<file path="config.mk">
export PLATFORM = sky130hd
export DESIGN_NAME = nor_erase_seq
export DESIGN_NICKNAME = d
export VERILOG_FILES = /design/src/rtl/nor_erase_pkg.sv /design/src/rtl/nor_status_decode.sv /design/src/rtl/nor_poll_timer.sv /design/src/rtl/nor_region_walker.sv /design/src/rtl/nor_erase_seq.sv
export SDC_FILE = /design/constraint.sdc
export NUM_CORES = 1
export LEC_CHECK = 0
export BUFFER_PORTS_ARGS = -buffer_cell sky130_fd_sc_hd__buf_2
export CORE_ASPECT_RATIO = 1.1
export CORE_MARGIN = 8
export CORE_UTILIZATION = 40
export CTS_CLUSTER_SIZE = 20
export DETAILED_ROUTE_END_ITERATION = 8
export GPL_TIMING_DRIVEN = 0
export PLACE_DENSITY = 0.76
export SLEW_MARGIN = 20
export SYNTH_ARGS = -nofsm -noshare
export SYNTH_HDL_FRONTEND = slang
export SYNTH_SLANG_ARGS = --single-unit
</file>
<file path="constraint.sdc">
create_clock -name clk -period 6.75 [get_ports clk]
set_input_delay 1.6875 -clock clk [delete_from_list [all_inputs] [get_ports clk]]
set_output_delay 1.6875 -clock clk [all_outputs]
set_load 0.01 [all_outputs]
</file>
<file path="src/rtl/nor_erase_pkg.sv">
package nor_erase_pkg;

    typedef enum logic [2:0] {
        RES_OK     = 3'd0,
        RES_HW     = 3'd1,
        RES_LOWV   = 3'd2,
        RES_PROT   = 3'd3,
        RES_ERASE  = 3'd4,
        RES_VERIFY = 3'd5
    } res_e;

    typedef enum logic [3:0] {
        S_IDLE, S_SEL, S_CLR, S_ERS, S_CONF, S_PRD, S_PCHK,
        S_RST, S_VRD, S_VCHK, S_NEXT, S_FIN
    } seq_st_e;

    typedef struct packed {
        logic ready;
        logic any_err;
        res_e code;
    } stat_dec_t;

    localparam logic [7:0] CMD_CLR_STAT = 8'h50;
    localparam logic [7:0] CMD_ERASE    = 8'h20;
    localparam logic [7:0] CMD_CONFIRM  = 8'hD0;
    localparam logic [7:0] CMD_READ_ARR = 8'hFF;

    localparam logic [7:0] ST_READY    = 8'h80;
    localparam logic [7:0] ST_ERR_MASK = 8'h7E;
    localparam logic [7:0] ST_ERASE_F  = 8'h20;
    localparam logic [7:0] ST_LOWV_F   = 8'h08;
    localparam logic [7:0] ST_PROT_F   = 8'h02;

    // Priority decode of the error bits of one status byte.
    function automatic res_e decode_err(input logic [7:0] s);
        res_e r;
        if ((s & ST_ERR_MASK) == 8'h00)      r = RES_OK;
        else if ((s & ST_ERASE_F) == 8'h00)  r = RES_HW;
        else if ((s & ST_LOWV_F) != 8'h00)   r = RES_LOWV;
        else if ((s & ST_PROT_F) != 8'h00)   r = RES_PROT;
        else                                 r = RES_ERASE;
        return r;
    endfunction

endpackage

</file>
<file path="src/rtl/nor_status_decode.sv">
module nor_status_decode
    import nor_erase_pkg::*;
(
    input  logic [7:0] stat_i,
    output stat_dec_t  dec_o
);
    logic unused_bit0;
    assign unused_bit0   = stat_i[0];

    assign dec_o.ready   = (stat_i & ST_READY) != 8'h00;
    assign dec_o.any_err = (stat_i & ST_ERR_MASK) != 8'h00;
    assign dec_o.code    = decode_err(stat_i);
endmodule

</file>
<file path="src/rtl/nor_poll_timer.sv">
module nor_poll_timer #(
    parameter int TW = 20
) (
    input  logic          clk,
    input  logic          rst,
    input  logic          load_i,
    input  logic [TW-1:0] val_i,
    input  logic          tick_i,
    output logic          last_o
);
    logic [TW-1:0] cnt_q;

    always_ff @(posedge clk) begin
        if (rst) begin
            cnt_q <= '0;
        end else if (load_i) begin
            cnt_q <= val_i;
        end else if (tick_i && cnt_q != '0) begin
            cnt_q <= cnt_q - TW'(1);
        end
    end

    // A budget of zero or one allows exactly one status read.
    assign last_o = (cnt_q <= TW'(1));
endmodule

</file>
<file path="src/rtl/nor_region_walker.sv">
module nor_region_walker #(
    parameter int LW   = 16,
    parameter int NSUB = 11
) (
    input  logic             clk,
    input  logic             rst,
    input  logic             load_i,
    input  logic             boot_i,
    input  logic             adv_i,
    input  logic [LW-1:0]    blk_len_i,
    input  logic [NSUB*LW-1:0] tbl_i,
    output logic [LW-1:0]    len_o
);
    localparam int IW = (NSUB > 1) ? $clog2(NSUB) : 1;

    logic [LW-1:0] tbl_arr [NSUB];

    genvar g;
    generate
        for (g = 0; g < NSUB; g++) begin : g_unpack
            assign tbl_arr[g] = tbl_i[g*LW +: LW];
        end
    endgenerate

    logic [IW-1:0] idx_q;
    logic          boot_q;
    logic [LW-1:0] len_q;
    logic          has_next;
    logic [LW-1:0] next_len;

    assign has_next = boot_q && (int'(idx_q) < NSUB - 1);
    assign next_len = has_next ? tbl_arr[idx_q + IW'(1)] : '0;

    always_ff @(posedge clk) begin
        if (rst) begin
            idx_q  <= '0;
            boot_q <= 1'b0;
            len_q  <= '0;
        end else if (load_i) begin
            idx_q  <= '0;
            boot_q <= boot_i;
            len_q  <= boot_i ? tbl_arr[0] : blk_len_i;
        end else if (adv_i) begin
            if (has_next) idx_q <= idx_q + IW'(1);
            len_q <= next_len;
        end
    end

    assign len_o = len_q;
endmodule

</file>
<file path="src/rtl/nor_erase_seq.sv">
module nor_erase_seq
    import nor_erase_pkg::*;
#(
    parameter int AW   = 24,
    parameter int DW   = 16,
    parameter int LW   = 16,
    parameter int TW   = 20,
    parameter int NSUB = 11
) (
    input  logic                 clk,
    input  logic                 rst,
    input  logic                 start_i,
    input  logic [AW-1:0]        blk_addr_i,
    input  logic [LW-1:0]        blk_len_i,
    input  logic [TW-1:0]        timeout_i,
    input  logic [AW-1:0]        boot_ofs_i,
    input  logic [NSUB*LW-1:0]   boot_tbl_i,
    output logic                 busy_o,
    output logic                 done_o,
    output logic [2:0]           result_o,
    output logic [AW-1:0]        fl_addr_o,
    output logic [DW-1:0]        fl_wdata_o,
    input  logic [DW-1:0]        fl_rdata_i,
    output logic                 fl_we_o,
    output logic                 fl_re_o
);
    localparam logic [DW-1:0] BLANK = '1;

    seq_st_e   st_q;
    logic [AW-1:0] ptr_q;
    logic [LW-1:0] rem_q;
    res_e      res_q;
    stat_dec_t dec_now;
    stat_dec_t dec_q;
    logic [LW-1:0] walk_len;
    logic      tmr_last;
    logic      accept;

    assign accept = (st_q == S_IDLE) && start_i;

    nor_status_decode u_dec (
        .stat_i (fl_rdata_i[7:0]),
        .dec_o  (dec_now)
    );

    nor_poll_timer #(.TW(TW)) u_tmr (
        .clk    (clk),
        .rst    (rst),
        .load_i (st_q == S_CONF),
        .val_i  (timeout_i),
        .tick_i ((st_q == S_PCHK) && !dec_now.ready),
        .last_o (tmr_last)
    );

    nor_region_walker #(.LW(LW), .NSUB(NSUB)) u_walk (
        .clk       (clk),
        .rst       (rst),
        .load_i    (accept),
        .boot_i    (blk_addr_i == boot_ofs_i),
        .adv_i     (st_q == S_NEXT),
        .blk_len_i (blk_len_i),
        .tbl_i     (boot_tbl_i),
        .len_o     (walk_len)
    );

    always_ff @(posedge clk) begin
        if (rst) begin
            st_q  <= S_IDLE;
            ptr_q <= '0;
            rem_q <= '0;
            res_q <= RES_OK;
            dec_q <= '0;
        end else begin
            case (st_q)
                S_IDLE: if (start_i) begin
                    ptr_q <= blk_addr_i;
                    res_q <= RES_OK;
                    st_q  <= S_SEL;
                end
                S_SEL: begin
                    rem_q <= walk_len;
                    st_q  <= (walk_len == '0) ? S_FIN : S_CLR;
                end
                S_CLR:  st_q <= S_ERS;
                S_ERS:  st_q <= S_CONF;
                S_CONF: st_q <= S_PRD;
                S_PRD:  st_q <= S_PCHK;
                S_PCHK: begin
                    dec_q <= dec_now;
                    st_q  <= (dec_now.ready || tmr_last) ? S_RST : S_PRD;
                end
                S_RST: begin
                    if (dec_q.any_err) res_q <= dec_q.code;
                    st_q <= S_VRD;
                end
                S_VRD: st_q <= S_VCHK;
                S_VCHK: begin
                    if (fl_rdata_i != BLANK) begin
                        if (res_q == RES_OK) res_q <= RES_VERIFY;
                        st_q <= S_FIN;
                    end else begin
                        ptr_q <= ptr_q + AW'(1);
                        rem_q <= rem_q - LW'(1);
                        st_q  <= (rem_q == LW'(1)) ? S_NEXT : S_VRD;
                    end
                end
                S_NEXT: st_q <= S_SEL;
                S_FIN:  st_q <= S_IDLE;
                default: st_q <= S_IDLE;
            endcase
        end
    end

    always_comb begin
        fl_we_o    = 1'b0;
        fl_re_o    = 1'b0;
        fl_addr_o  = '0;
        fl_wdata_o = '0;
        case (st_q)
            S_CLR: begin
                fl_we_o    = 1'b1;
                fl_wdata_o = DW'(CMD_CLR_STAT);
            end
            S_ERS: begin
                fl_we_o    = 1'b1;
                fl_wdata_o = DW'(CMD_ERASE);
            end
            S_CONF: begin
                fl_we_o    = 1'b1;
                fl_addr_o  = ptr_q;
                fl_wdata_o = DW'(CMD_CONFIRM);
            end
            S_PRD: fl_re_o = 1'b1;
            S_RST: begin
                fl_we_o    = 1'b1;
                fl_wdata_o = DW'(CMD_READ_ARR);
            end
            S_VRD: begin
                fl_re_o   = 1'b1;
                fl_addr_o = ptr_q;
            end
            default: ;
        endcase
    end

    assign busy_o   = (st_q != S_IDLE);
    assign done_o   = (st_q == S_FIN);
    assign result_o = res_q;
endmodule

</file>
==> results.sh <==
export IMPL_ir_drop_uv=141
export IMPL_power_leakage_nw=3.93
export IMPL_start_kind="register"
export IMPL_slew_viol_final=0
export IMPL_grt_max_degree=14
export IMPL_rows=54
export IMPL_ys_seq_area_frac=0.231
export IMPL_cts_sinks=92
export IMPL_drc=0
export IMPL_clk_pin_slew_ns=0.06
export IMPL_antenna_found_initial=9
export IMPL_pin_count=326
export IMPL_firstDrtPassIters=5
export IMPL_fin_skew_ns=0.00731
export IMPL_cts_setup_buffers=0
export IMPL_root_buffer="clkbuf_16"
export IMPL_multi_input_area_sq_um=5620
export IMPL_fin_area_sq_um=10200
export IMPL_synth_edf_count=0
export IMPL_crit_path_end_kind="output pin"
export IMPL_synthesis_area_sq_um=7970
export IMPL_worstSetupPathType="register to output pin"
export IMPL_yosys_warnings=0
export IMPL_grt_overflow=0
export IMPL_routed_via_density=6.14
export IMPL_timing_final_crit_share=0.644
export IMPL_fmax_ghz=0.230
export IMPL_hpwl_mm=29.2
export IMPL_post_drt_wl_per_cell_um=22.3
export IMPL_yosysUniqueCellTypes=81
export IMPL_power_mw=1.69
export IMPL_ff_latch_area_sq_um=1840
export IMPL_placedCellCount=1568
export IMPL_rsz0062_at_grt="false"
export IMPL_cp_data_required_time_ns=5.06
export IMPL_ctsLongestPathBuffers=2
export IMPL_core_sq_um=19700
export IMPL_tritoncts="built"
export IMPL_numPortBuffers=316
export IMPL_hold_viol_final=0
export IMPL_grt_pass1_vias=9771
export IMPL_hp_class="register to register"
export IMPL_final_antenna_net_count=0
export IMPL_grt_pass1_wl_mm=52.9
export IMPL_wl_mm=35.5
export IMPL_cp_data_arrival_time_ns=2.66
export IMPL_avgSynthCellArea_sq_um=8.03
export IMPL_drv_cap=0
export IMPL_die_h_um=164
export IMPL_setup_viol=0
export IMPL_rr_worst_depth=9
export IMPL_layout_setup_ws_ns=2.40
export IMPL_dp_worst_setup_slack_ns=2.77
export IMPL_finalNetCount=1612
export IMPL_grt_usage=0.276
export IMPL_status="complete, no violations"
export IMPL_gp_congestion=0.946
export IMPL_ys_flop_type="dfxtp_1"
export IMPL_final_common_cell="buf_2"
export IMPL_nFillCells=1934
export IMPL_via_count=9768
export IMPL_start_util=0.404
export IMPL_layout_drive_gt1_share=0.324
export IMPL_tns_ns=0
export IMPL_whs_path_depth=2
export IMPL_clock_latency_ns=0.36
export IMPL_finalNonFillerCells=1590
export IMPL_cts_resized=0
export IMPL_htreeDepth=3
export IMPL_hold_buffers=0
export IMPL_tightest_slew_ns=0.982
export IMPL_path_max_fanout=10
export IMPL_most_common_layout_cells="buf_2, dfxtp_1, nand2_1"
export IMPL_async_reset_ff_frac=0
export IMPL_ys_ff_latch=92
export IMPL_synth_cells=993
export IMPL_drt_iter0_markers=749
export IMPL_fp_dieW_um=151
export IMPL_dieArea_sq_um=24700
export IMPL_slew_headroom=0.339
export IMPL_p_per_area_nw_per_um2=166
export IMPL_areaGrowthSynthToFinish_pct=27.7
export IMPL_fin_crit_ns=4.35
export IMPL_cts_buffers=9
export IMPL_dpl_cell_area_sq_um=9890
==> where the power goes <==
group	internal, mW	switching [mW]
sequential	0.592	0.0561
combinational	0.234	0.324
clock	0.267	0.220
==> per-stage QoR <==
step,util,hold slack [ns]
after floorplan,-,0.432
after global placement,0.502,0.443
after detailed placement,0.502,0.445
after CTS,0.515,0.453
after global routing,0.516,0.480
final,0.516,0.451
==> layout make-up <==
cell class | instances | share of cell area
Multi-Input combinational cell | 784 | 0.552
Sequential cell | 92 | 0.181
Timing Repair Buffer | 316 | 0.155
Buffer | 107 | 0.0463
Tap cell | 252 | 0.0310
Clock buffer | 13 | 0.0256
Inverter | 17 | 0.00627
Antenna cell | 7 | 0.00172
Clock inverter | 2 | 0.000983
==> flip-flops by register name (all words and copies together), names as in the netlist <==
register	flops
dec_q	4
ptr_q	24
rem_q	16
result_o	3
st_q	4
u_tmr.cnt_q	20
u_walk.boot_q	1
u_walk.idx_q	4
u_walk.len_o	16
==> worst max-delay path, stage by stage (launching register included) <==
cell      delay, ns
dfxtp_1        0.47
clkbuf_1       0.39
nor2b_1        0.31
nor2b_1        0.11
nor3_1         0.35
clkbuf_1       0.32
and2_1         0.21
buf_2          0.14
==> routing by layer <==
layer	vias up	global-route usage	part of all wire
met4	4	0.150	0.048
li1	4518	-	-
met5	-	0	0.00048
met2	565	0.473	0.48
met1	4589	0.307	0.36
met3	92	0.0694	0.11
==> synth_stat cells (4+ instances only) <==
library cell  count  share of area
or3_1            10         0.0078
buf_4            14          0.013
a211oi_1         50          0.047
and4_1            5         0.0055
or4_1             6         0.0057
nor4_1           18          0.014
nor3_1           20          0.013
o41ai_1           8         0.0088
dfxtp_1          92           0.23
buf_1            12         0.0057
nand4_1          11         0.0086
o2111ai_1        18          0.020
nand2_1          84          0.040
a2111oi_0        35          0.038
and3_1            4         0.0031
inv_1            15         0.0071
clkbuf_1         67          0.032
o21ai_1          16          0.010
xor2_1           30          0.033
nand3_1          41          0.026
ha_1              6         0.0094
a21o_1            4         0.0038
nor4_2            4         0.0063
nand2b_1          5         0.0039
a311oi_1          7         0.0077
a31oi_1           5         0.0039
and2_1           29          0.023
a21oi_1          69          0.043
mux2_2           16          0.023
o22ai_1          11         0.0086
mux4_2           32          0.090
nor2_1           45          0.021
o21ai_0          49          0.031
a22o_1            6         0.0066
buf_2            14         0.0088
nand3b_1          4         0.0038
o211ai_1         19          0.018
o31ai_1           6         0.0057
xnor2_1          13          0.014
o21a_1           18          0.017
a22oi_1          20          0.019
==> cell families after synthesis <==
| family | after synthesis | synth area share |
|---|---|---|
| compound gates | 365 | 0.318 |
| simple gates | 313 | 0.212 |
| buf+inv | 124 | 0.0672 |
| flops | 92 | 0.231 |
| mux | 49 | 0.114 |
| xor+xnor | 43 | 0.0472 |
| fa+ha+maj | 6 | 0.00942 |
| other cells | 1 | 0.000470 |
==> path summary, 6_finish.rpt <==
check | slack (ns) | endpoint | start
worst min register to register | 0.45 | dec_q[2] | dec_q[2]
worst min-delay path | 0.45 | dec_q[2] | dec_q[2]
worst max register to register | 3.86 | u_walk.len_o[13] | u_walk.idx_q[1]
worst max-delay path | 2.40 | fl_addr_o[15] | st_q[2]
Power figures use the tool's default switching activity.
